### config.mk
export PLATFORM = sky130hd
export DESIGN_NAME = tmode_alu_exec
export DESIGN_NICKNAME = d
export VERILOG_FILES = /design/src/rtl/tm_pkg.sv /design/src/rtl/tm_op_decode.sv /design/src/rtl/tm_logic_unit.sv /design/src/rtl/tm_flag_merge.sv /design/src/rtl/tm_seq_ctrl.sv /design/src/rtl/tmode_alu_exec.sv
export SDC_FILE = /design/constraint.sdc
export NUM_CORES = 1
export LEC_CHECK = 0
export ABC_AREA = 1
export BUFFER_PORTS_ARGS = -buffer_cell sky130_fd_sc_hd__buf_2
export CORE_UTILIZATION = 45
export DETAILED_ROUTE_END_ITERATION = 7
export PLACE_DENSITY = 0.78
export SLEW_MARGIN = 30
export SYNTH_ARGS = -nofsm -noshare
export SYNTH_HDL_FRONTEND = slang
export SYNTH_SLANG_ARGS = --single-unit
### constraint.sdc
create_clock -name clk -period 2.4 [get_ports clk]
set_clock_uncertainty 0.15 [all_clocks]
set_input_delay 0.6 -clock clk [delete_from_list [all_inputs] [get_ports clk]]
set_output_delay 0.6 -clock clk [all_outputs]
set_load 0.02 [all_outputs]
### src/rtl/tm_pkg.sv
package tm_pkg;

  typedef enum logic [1:0] {
    OP_NONE = 2'd0,
    OP_XOR  = 2'd1,
    OP_LOAD = 2'd2
  } op_kind_t;

  typedef enum logic [1:0] {
    ST_IDLE  = 2'd0,
    ST_FETCH = 2'd1,
    ST_MERGE = 2'd2,
    ST_STORE = 2'd3
  } seq_state_t;

  localparam logic [7:0] OPC_XOR_IMM  = 8'h49;
  localparam logic [7:0] OPC_XOR_ZP   = 8'h45;
  localparam logic [7:0] OPC_LOAD_IMM = 8'hA9;
  localparam logic [7:0] OPC_LOAD_ZP  = 8'hA5;

endpackage

### src/rtl/tm_op_decode.sv
module tm_op_decode
  import tm_pkg::*;
#(
  parameter int OPC_W = 8
) (
  input  logic [OPC_W-1:0] opcode,
  output op_kind_t         kind
);

  always_comb begin
    case (opcode)
      OPC_XOR_IMM,  OPC_XOR_ZP:  kind = OP_XOR;
      OPC_LOAD_IMM, OPC_LOAD_ZP: kind = OP_LOAD;
      default:                   kind = OP_NONE;
    endcase
  end

endmodule

### src/rtl/tm_logic_unit.sv
module tm_logic_unit
  import tm_pkg::*;
#(
  parameter int DATA_W = 8
) (
  input  op_kind_t          kind,
  input  logic [DATA_W-1:0] lhs,
  input  logic [DATA_W-1:0] rhs,
  output logic [DATA_W-1:0] result
);

  always_comb begin
    case (kind)
      OP_XOR:  result = lhs ^ rhs;
      OP_LOAD: result = rhs;
      default: result = '0;
    endcase
  end

endmodule

### src/rtl/tm_flag_merge.sv
module tm_flag_merge #(
  parameter int DATA_W = 8,
  parameter int PSR_W  = 8,
  parameter int N_POS  = 7,
  parameter int Z_POS  = 1
) (
  input  logic [PSR_W-1:0]  psr_base,
  input  logic [DATA_W-1:0] result,
  output logic [PSR_W-1:0]  psr_new
);

  logic sign_bit;
  logic zero_bit;

  assign sign_bit = result[DATA_W-1];
  assign zero_bit = (result == '0);

  // Each status bit either takes a new flag or passes through unchanged.
  for (genvar b = 0; b < PSR_W; b++) begin : g_bit
    if (b == N_POS) begin : g_n
      assign psr_new[b] = sign_bit;
    end else if (b == Z_POS) begin : g_z
      assign psr_new[b] = zero_bit;
    end else begin : g_keep
      assign psr_new[b] = psr_base[b];
    end
  end

endmodule

### src/rtl/tm_seq_ctrl.sv
module tm_seq_ctrl
  import tm_pkg::*;
(
  input  logic       clk,
  input  logic       rst,
  input  logic       start_rmw,
  output seq_state_t state,
  output logic       busy
);

  seq_state_t state_nxt;

  always_comb begin
    state_nxt = state;
    case (state)
      ST_IDLE:  if (start_rmw) state_nxt = ST_FETCH;
      ST_FETCH: state_nxt = ST_MERGE;
      ST_MERGE: state_nxt = ST_STORE;
      ST_STORE: state_nxt = ST_IDLE;
      default:  state_nxt = ST_IDLE;
    endcase
  end

  always_ff @(posedge clk) begin
    if (rst) state <= ST_IDLE;
    else     state <= state_nxt;
  end

  assign busy = (state != ST_IDLE);

endmodule

### src/rtl/tmode_alu_exec.sv
module tmode_alu_exec
  import tm_pkg::*;
#(
  parameter int DATA_W = 8,
  parameter int ADDR_W = 16,
  parameter int PSR_W  = 8,
  parameter int N_POS  = 7,
  parameter int Z_POS  = 1
) (
  input  logic              clk,
  input  logic              rst,
  input  logic              op_valid,
  input  logic [7:0]        opcode,
  input  logic              t_mode,
  input  logic [DATA_W-1:0] m_byte,
  input  logic [DATA_W-1:0] x_idx,
  input  logic [DATA_W-1:0] acc_in,
  input  logic [PSR_W-1:0]  psr_in,
  output logic              busy,
  output logic              acc_we,
  output logic [DATA_W-1:0] acc_out,
  output logic              flag_we,
  output logic [PSR_W-1:0]  psr_out,
  output logic [ADDR_W-1:0] mem_addr,
  output logic              mem_re,
  output logic              mem_we,
  output logic [DATA_W-1:0] mem_wdata,
  input  logic [DATA_W-1:0] mem_rdata
);

  localparam int PAGE_W = ADDR_W - DATA_W;

  op_kind_t          dec_kind;
  op_kind_t          lu_kind;
  seq_state_t        state;
  logic              seq_busy;
  logic              accept;
  logic              start_rmw;
  logic              in_merge;
  logic [DATA_W-1:0] lu_lhs;
  logic [DATA_W-1:0] lu_rhs;
  logic [DATA_W-1:0] lu_res;
  logic [PSR_W-1:0]  fm_base;
  logic [PSR_W-1:0]  fm_psr;
  logic [DATA_W-1:0] hold_m;
  logic [PSR_W-1:0]  hold_psr;

  tm_op_decode #(.OPC_W(8)) u_dec (
    .opcode (opcode),
    .kind   (dec_kind)
  );

  assign accept    = op_valid && !seq_busy && (dec_kind != OP_NONE);
  assign start_rmw = accept && t_mode && (dec_kind == OP_XOR);

  tm_seq_ctrl u_seq (
    .clk       (clk),
    .rst       (rst),
    .start_rmw (start_rmw),
    .state     (state),
    .busy      (seq_busy)
  );

  // The logic unit is shared: at issue it sees the live inputs, and in the
  // merge cycle it sees the byte just read plus the captured operand.
  assign in_merge = (state == ST_MERGE);
  assign lu_kind  = in_merge ? OP_XOR    : dec_kind;
  assign lu_lhs   = in_merge ? mem_rdata : acc_in;
  assign lu_rhs   = in_merge ? hold_m    : m_byte;
  assign fm_base  = in_merge ? hold_psr  : psr_in;

  tm_logic_unit #(.DATA_W(DATA_W)) u_lu (
    .kind   (lu_kind),
    .lhs    (lu_lhs),
    .rhs    (lu_rhs),
    .result (lu_res)
  );

  tm_flag_merge #(
    .DATA_W (DATA_W),
    .PSR_W  (PSR_W),
    .N_POS  (N_POS),
    .Z_POS  (Z_POS)
  ) u_fm (
    .psr_base (fm_base),
    .result   (lu_res),
    .psr_new  (fm_psr)
  );

  always_ff @(posedge clk) begin
    if (rst) begin
      acc_we    <= 1'b0;
      flag_we   <= 1'b0;
      mem_re    <= 1'b0;
      mem_we    <= 1'b0;
      acc_out   <= '0;
      psr_out   <= '0;
      mem_addr  <= '0;
      mem_wdata <= '0;
      hold_m    <= '0;
      hold_psr  <= '0;
    end else begin
      acc_we  <= 1'b0;
      flag_we <= 1'b0;
      mem_re  <= 1'b0;
      mem_we  <= 1'b0;
      if (accept) begin
        hold_m   <= m_byte;
        hold_psr <= psr_in;
        if (!t_mode) begin
          acc_we  <= 1'b1;
          acc_out <= lu_res;
          flag_we <= 1'b1;
          psr_out <= fm_psr;
        end else if (dec_kind == OP_LOAD) begin
          mem_we    <= 1'b1;
          mem_addr  <= {{PAGE_W{1'b0}}, x_idx};
          mem_wdata <= lu_res;
          flag_we   <= 1'b1;
          psr_out   <= fm_psr;
        end else begin
          mem_re   <= 1'b1;
          mem_addr <= {{PAGE_W{1'b0}}, x_idx};
        end
      end else if (in_merge) begin
        mem_we    <= 1'b1;
        mem_wdata <= lu_res;
        flag_we   <= 1'b1;
        psr_out   <= fm_psr;
      end
    end
  end

  assign busy = seq_busy;

endmodule

## Word level (Yosys, flattened, before mapping)

Cells that the tools add are included.

- Bits in registers: 53
- Bits of input ports: 52
- Output and inout bits: 45
- Logic and storage cells: 71

- Eq/ne operators: 15
- Multiplexer cells: 24
- Bitwise logic cells: 3
- Reduce and logical (&&, ||, !) cells: 18

Operators by type and width:

| operator | number |
|---|---|
| $mux 8 | 10 |
| $eq 8x7->1 const B | 2 |
| $eq 8x8->1 const B | 2 |
| $pmux 8 s2 | 1 |
| $eq 2x2->1 const B | 4 |
| $logic_not 8->1 | 1 |
| $mux 1 | 8 |
| $pmux 2 s4 | 1 |
| $xor 8x8->8 | 1 |
| $mux 7 | 1 |
| $eq 2x1->1 const B | 3 |
| $reduce_and 2->1 | 3 |
| $reduce_bool 2->1 | 3 |
| $reduce_or 2->1 | 3 |
| $logic_and 1x1->1 | 4 |
| $mux 2 | 2 |
| $ne 2x2->1 const B | 2 |
| $pmux 2 s2 | 1 |
| $ne 3x2->1 const B | 1 |
| $reduce_and 3->1 | 1 |
| $reduce_or 3->1 | 1 |
| $logic_not 2->1 | 1 |
| $ne 2x1->1 const B | 1 |
| $not 1->1 | 2 |
| $logic_not 1->1 | 1 |

## Logic depth before layout (Yosys ltp)

- Depth in word-level cells: 10
- Depth in mapped cells: 16
- Depth with buffers taken out: 14

## By module

Synthesis repeated with hierarchy kept, for this count alone.

- Cells, all modules: 480
- Area, all modules: 2935.3 sq um

Modules (own cells, without submodules):

| module | instances | cells each | area an instance (sq um) | seq. area each (sq um) |
|---|---|---|---|---|
| tmode_alu_exec | 1 | 359 | 2347.3 | 1041.0 |
| tm_logic_unit | 1 | 71 | 287.8 | 0.0 |
| tm_seq_ctrl | 1 | 22 | 146.4 | 40.0 |
| tm_flag_merge | 1 | 15 | 86.3 | 0.0 |
| tm_op_decode | 1 | 13 | 67.6 | 0.0 |

## Worst setup path after synthesis

OpenSTA, ideal clock, no wires.

- Path type: register -> register
- From: reg u_seq.state[0]
- To: reg psr_out[1]
- Setup time: 0.113 ns
- Arrival: 2.057 ns
- Required time: 2.137 ns
- Path slack: 0.079 ns
- Cell stages (with the launch flop): 15
- Buffers on the path: 4
- Clock period less this slack: 2.321 ns
- Cells stage by stage: dfxtp_1 inv_1 ha_1 buf_4 buf_2 clkbuf_1 nor2_1 ha_1 buf_2 nor2_1 nand2_1 nand2_1 nor2_1 nand3_1 nand2_1

- Cells in the longest elaborated chain, start to end: 8
- Elaborated cells between the ends (all ways): 20
- Classes of those cells: eq/ne: 4; mux: 8; bitwise: 1; reduce/logical: 7

RTL lines:

| item | RTL line | source |
|---|---|---|
| start, declared | tm_seq_ctrl.sv:7 | `output seq_state_t state,` |
| start signal, assigned | tm_seq_ctrl.sv:26 | `else state <= state_nxt;` |
| $eq 2x2->1 | tmode_alu_exec.sv:66 | `assign in_merge = (state == ST_MERGE);` |
| $mux 2 (tied with other cells) | tmode_alu_exec.sv:67 | `assign lu_kind = in_merge ? OP_XOR : dec_kind;` |
| $eq 2x2->1 (tied with other cells) | tm_logic_unit.sv:13 | `case (kind)` |
| $pmux 8 s2 | tm_logic_unit.sv:13 |  |
| $logic_not 8->1 | tm_flag_merge.sv:16 | `assign zero_bit = (result == '0);` |
| $mux 8 | tmode_alu_exec.sv:115 | `end else if (dec_kind == OP_LOAD) begin` |
| $mux 8 | tmode_alu_exec.sv:110 | `if (!t_mode) begin` |
| $mux 8 | tmode_alu_exec.sv:107 | `if (accept) begin` |
| end signal, assigned | tmode_alu_exec.sv:114 | `psr_out <= fm_psr;` |
| end signal, assigned | tmode_alu_exec.sv:120 | `psr_out <= fm_psr;` |
| end signal, assigned | tmode_alu_exec.sv:129 | `psr_out <= fm_psr;` |
| end, declared | tmode_alu_exec.sv:23 | `output logic [PSR_W-1:0] psr_out,` |

Parallel ways exist; a longest one is shown, timed or not. The select of a mux whose other input is x is not followed.
A chain may end at the register's enable or synchronous reset.

## Worst setup path in the final report

Ends and elaborated chain as after synthesis.

==> out/qor.yml <==
status:
  status: "complete, no violations"
clock_tree:
  clkTransAtPathRegs_ns: 0.10
  clkSinkCount: 52
  cts_max_level: 2
  cts_buffer_depth: 2
  postCtsSetupRepairBufs: 0
  numCtsBuffers: 5
  cts.hold.buffers_added: 0
  cts_tree: "done"
  cts_root_buf: "clkbuf_8"
  clk_latency_ns: 0.30
  ctsResizeCount: 0
worst_setup_path:
  critPathArrivalTime_ns: 2.22
  startpoint_type: "flip-flop"
  crit_chain: "inv_1 -> ha_1 -> inv_2 -> buf_4 -> o21ai_0 -> nand2_1 -> nand2_1 -> nand2_1 -> nand2_1 -> nand2_1 -> nor2_1 -> nand3_1 -> nand2_1"
  crit_top_cell: "nand2_1"
  max_stage_delay_ns: 0.32
  crit_required_ns: 2.51
  timing.critical_path.to_type: "flip-flop"
  worst-setup-path-type: "reg -> reg"
  worstPathMaxFanout: 17
  cp_slowest_cell: "dfxtp_1"
global_route:
  grt_pass1_vias: 2471
  gr-total-overflow: 0
  grt_max_degree: 23
  grt_pass1_wl_um: 10400
  track_usage: 0.209
  antenna_found_initial: 0
routing:
  met2WireLength_um: 2960
  wl_met3_um: 387
  met1Wirelength_um: 2800
  dr.max_layer_used: "met4"
  drc: 0
  drtIter0Drc: 120
  via_per_inst: 4.81
  num_vias: 2712
  wl_um: 6290
  wire_per_inst_um: 11.2
  ant_nets: 0
  first_pass_iters: 5
logic_synthesis:
  synth_commonest_cells: "155 x nand2_1, 70 x nor2_1, 52 x dfxtp_1"
  async_flop_share: 0
  synth-edff-count: 0
  yosysTopAreaCell: "dfxtp_1"
  ys_warn_count: 0
  ys_ff_latch: 52
  synthFlopType: "dfxtp_1"
  synth-seq-area-share: 0.389
  netlist.area_leader.share: 0.389
  synth_area_leaders: "dfxtp_1 39%, nand2_1 22%, nor2_1 9.8%"
  netlist_area_mm2: 0.00268
  synth.most_common_cell: "nand2_1"
  yosysUniqueCellTypes: 26
  synthCells: 411
  avgSynthCellArea_um2: 6.51
power_and_ir_drop:
  p_leak_nw: 1.71
  ir_drop_uv: 401
  combPwrFrac: 0.378
  power.density_mw_per_mm2: 763
  seqPwrFrac: 0.416
  swShare: 0.393
  power.share.clock: 0.206
  switchingPower_w: 0.000957
  p_int_w: 0.00148
die:
  die_y_um: 79.1
  num_io_pins: 97
  start_util: 0.477
  die_width_um: 79.1
  core-area_mm2: 0.00561
  rows: 27
  fp.dieArea_mm2: 0.00626
timing:
  rsz0062_at_grt: "no"
  tns_ns: 0
  fin_crit_ns: 2.12
  period_share: 0.883
  slew_viol_final: 0
  fmax_mhz: 472
  setup_ws_ns: 0.282
  hold_violations: 0
  setup_violations: 0
  holdWs_ns: 0.320
place:
  portBuffers: 86
  gp_congestion: 0.802
  detailedPlace.worstSlack_ns: 0.000265
  hpwl_um: 4680
worst_hold_path:
  hp-class: "reg -> reg"
job:
  drv_cap: 0
cells_and_area:
  drive_gt1_frac: 0.228
  area_growth_pct: 19.6
  finish.net_count: 548
  n_antenna_cell: 0
  fillCellCount: 579
  multi_input_area_mm2: 0.00142
  utilization: 0.570
  ff_latch_area_mm2: 0.00104
## per-stage QoR
| step | std cells | instance area, µm² | total power [W] |
|---|---|---|---|
| 6_report | 564 | 3200 | 0.00244 |
| 5_1_grt | 564 | 3200 | 0.00262 |
| 4_1_cts | 564 | 3200 | 0.00246 |
| 3_5_place_dp | 556 | 3110 | 0.00196 |
| 3_3_place_gp | 556 | 3110 | 0.00193 |
| 2_1_floorplan | 418 | 2700 | 0.00172 |
## registers in the layout, indices dropped and copies added (netlist names)
name and count:
hold_m 8, acc_we 1, mem_wdata 8, u_seq.state 2
hold_psr 6, acc_out 8, psr_out 8, mem_addr 8
flag_we 1, mem_we 1, mem_re 1
## critical path: cells and delay by family (launching register included)
kind / cells / cell delay [ns]
AOI/OAI and AO/OA: 1 / 0.32
buffers and inverters: 3 / 0.40
DFF: 1 / 0.32
adders and majority gates: 1 / 0.23
and+or+nand+nor: 8 / 0.65
## power by group through the flow
stage	logic, W	clock network, W	registers (W)
final	0.000922	0.000503	0.00101
after global routing	0.00103	0.000560	0.00103
after CTS	0.000929	0.000518	0.00102
after detailed placement	0.000922	0	0.00104
after global placement	0.000898	0	0.00103
after floorplan	0.000574	0	0.00114
## cells in the final DEF (no fill, tap or decap), types with 5 or more instances in the layout
cell type	netlist	routed
clkbuf_8	0	5
nand2_1	155	155
nand3_1	19	19
nor2_1	70	70
a21oi_1	20	20
conb_1	1	8
buf_4	12	7
buf_2	4	86
nand2_4	5	5
ha_1	5	5
inv_1	17	17
o21ai_0	28	28
dfxtp_1	52	52
## cell families after synthesis
group,count (synthesis),synth area share
adder cells (fa/ha/maj),5,0.0234
buffers and inverters,46,0.0907
AND/OR/NAND/NOR,256,0.397
AO/OA/AOI/OAI,51,0.0982
other,1,0.00140
flip-flops,52,0.389
## layout make-up
| type | instances | share of cell area |
|---|---|---|
| clock buffer | 5 | 0.0215 |
| sequential | 52 | 0.326 |
| clock inverter | 3 | 0.00665 |
| multi-input combinational | 320 | 0.443 |
| timing repair buffer | 93 | 0.151 |
| inverter | 19 | 0.0239 |
| tap | 72 | 0.0282 |
## final timing paths
| kind | slack, ns | to | cells after the start | startpoint |
|---|---|---|---|---|
| max | 0.28 | psr_out[1]$_SDFFE_PP0P_ | 13 | u_seq.state[0]$_SDFFE_PP0P_ |
| min | 0.32 | mem_addr[4]$_SDFFE_PP0P_ | 2 | mem_addr[4]$_SDFFE_PP0P_ |
| max reg2reg | 0.28 | psr_out[1]$_SDFFE_PP0P_ | 13 | u_seq.state[0]$_SDFFE_PP0P_ |
| min reg2reg | 0.32 | mem_addr[4]$_SDFFE_PP0P_ | 2 | mem_addr[4]$_SDFFE_PP0P_ |
## metal layers
| metal | vias to the layer above | track usage |
|---|---|---|
| li1 | 1427 | - |
| met1 | 1184 | 0.239 |
| met2 | 85 | 0.370 |
| met3 | 16 | 0.0483 |
| met4 | 0 | 0.0873 |
| met5 | - | 0 |
Power figures use the tool's default switching activity.
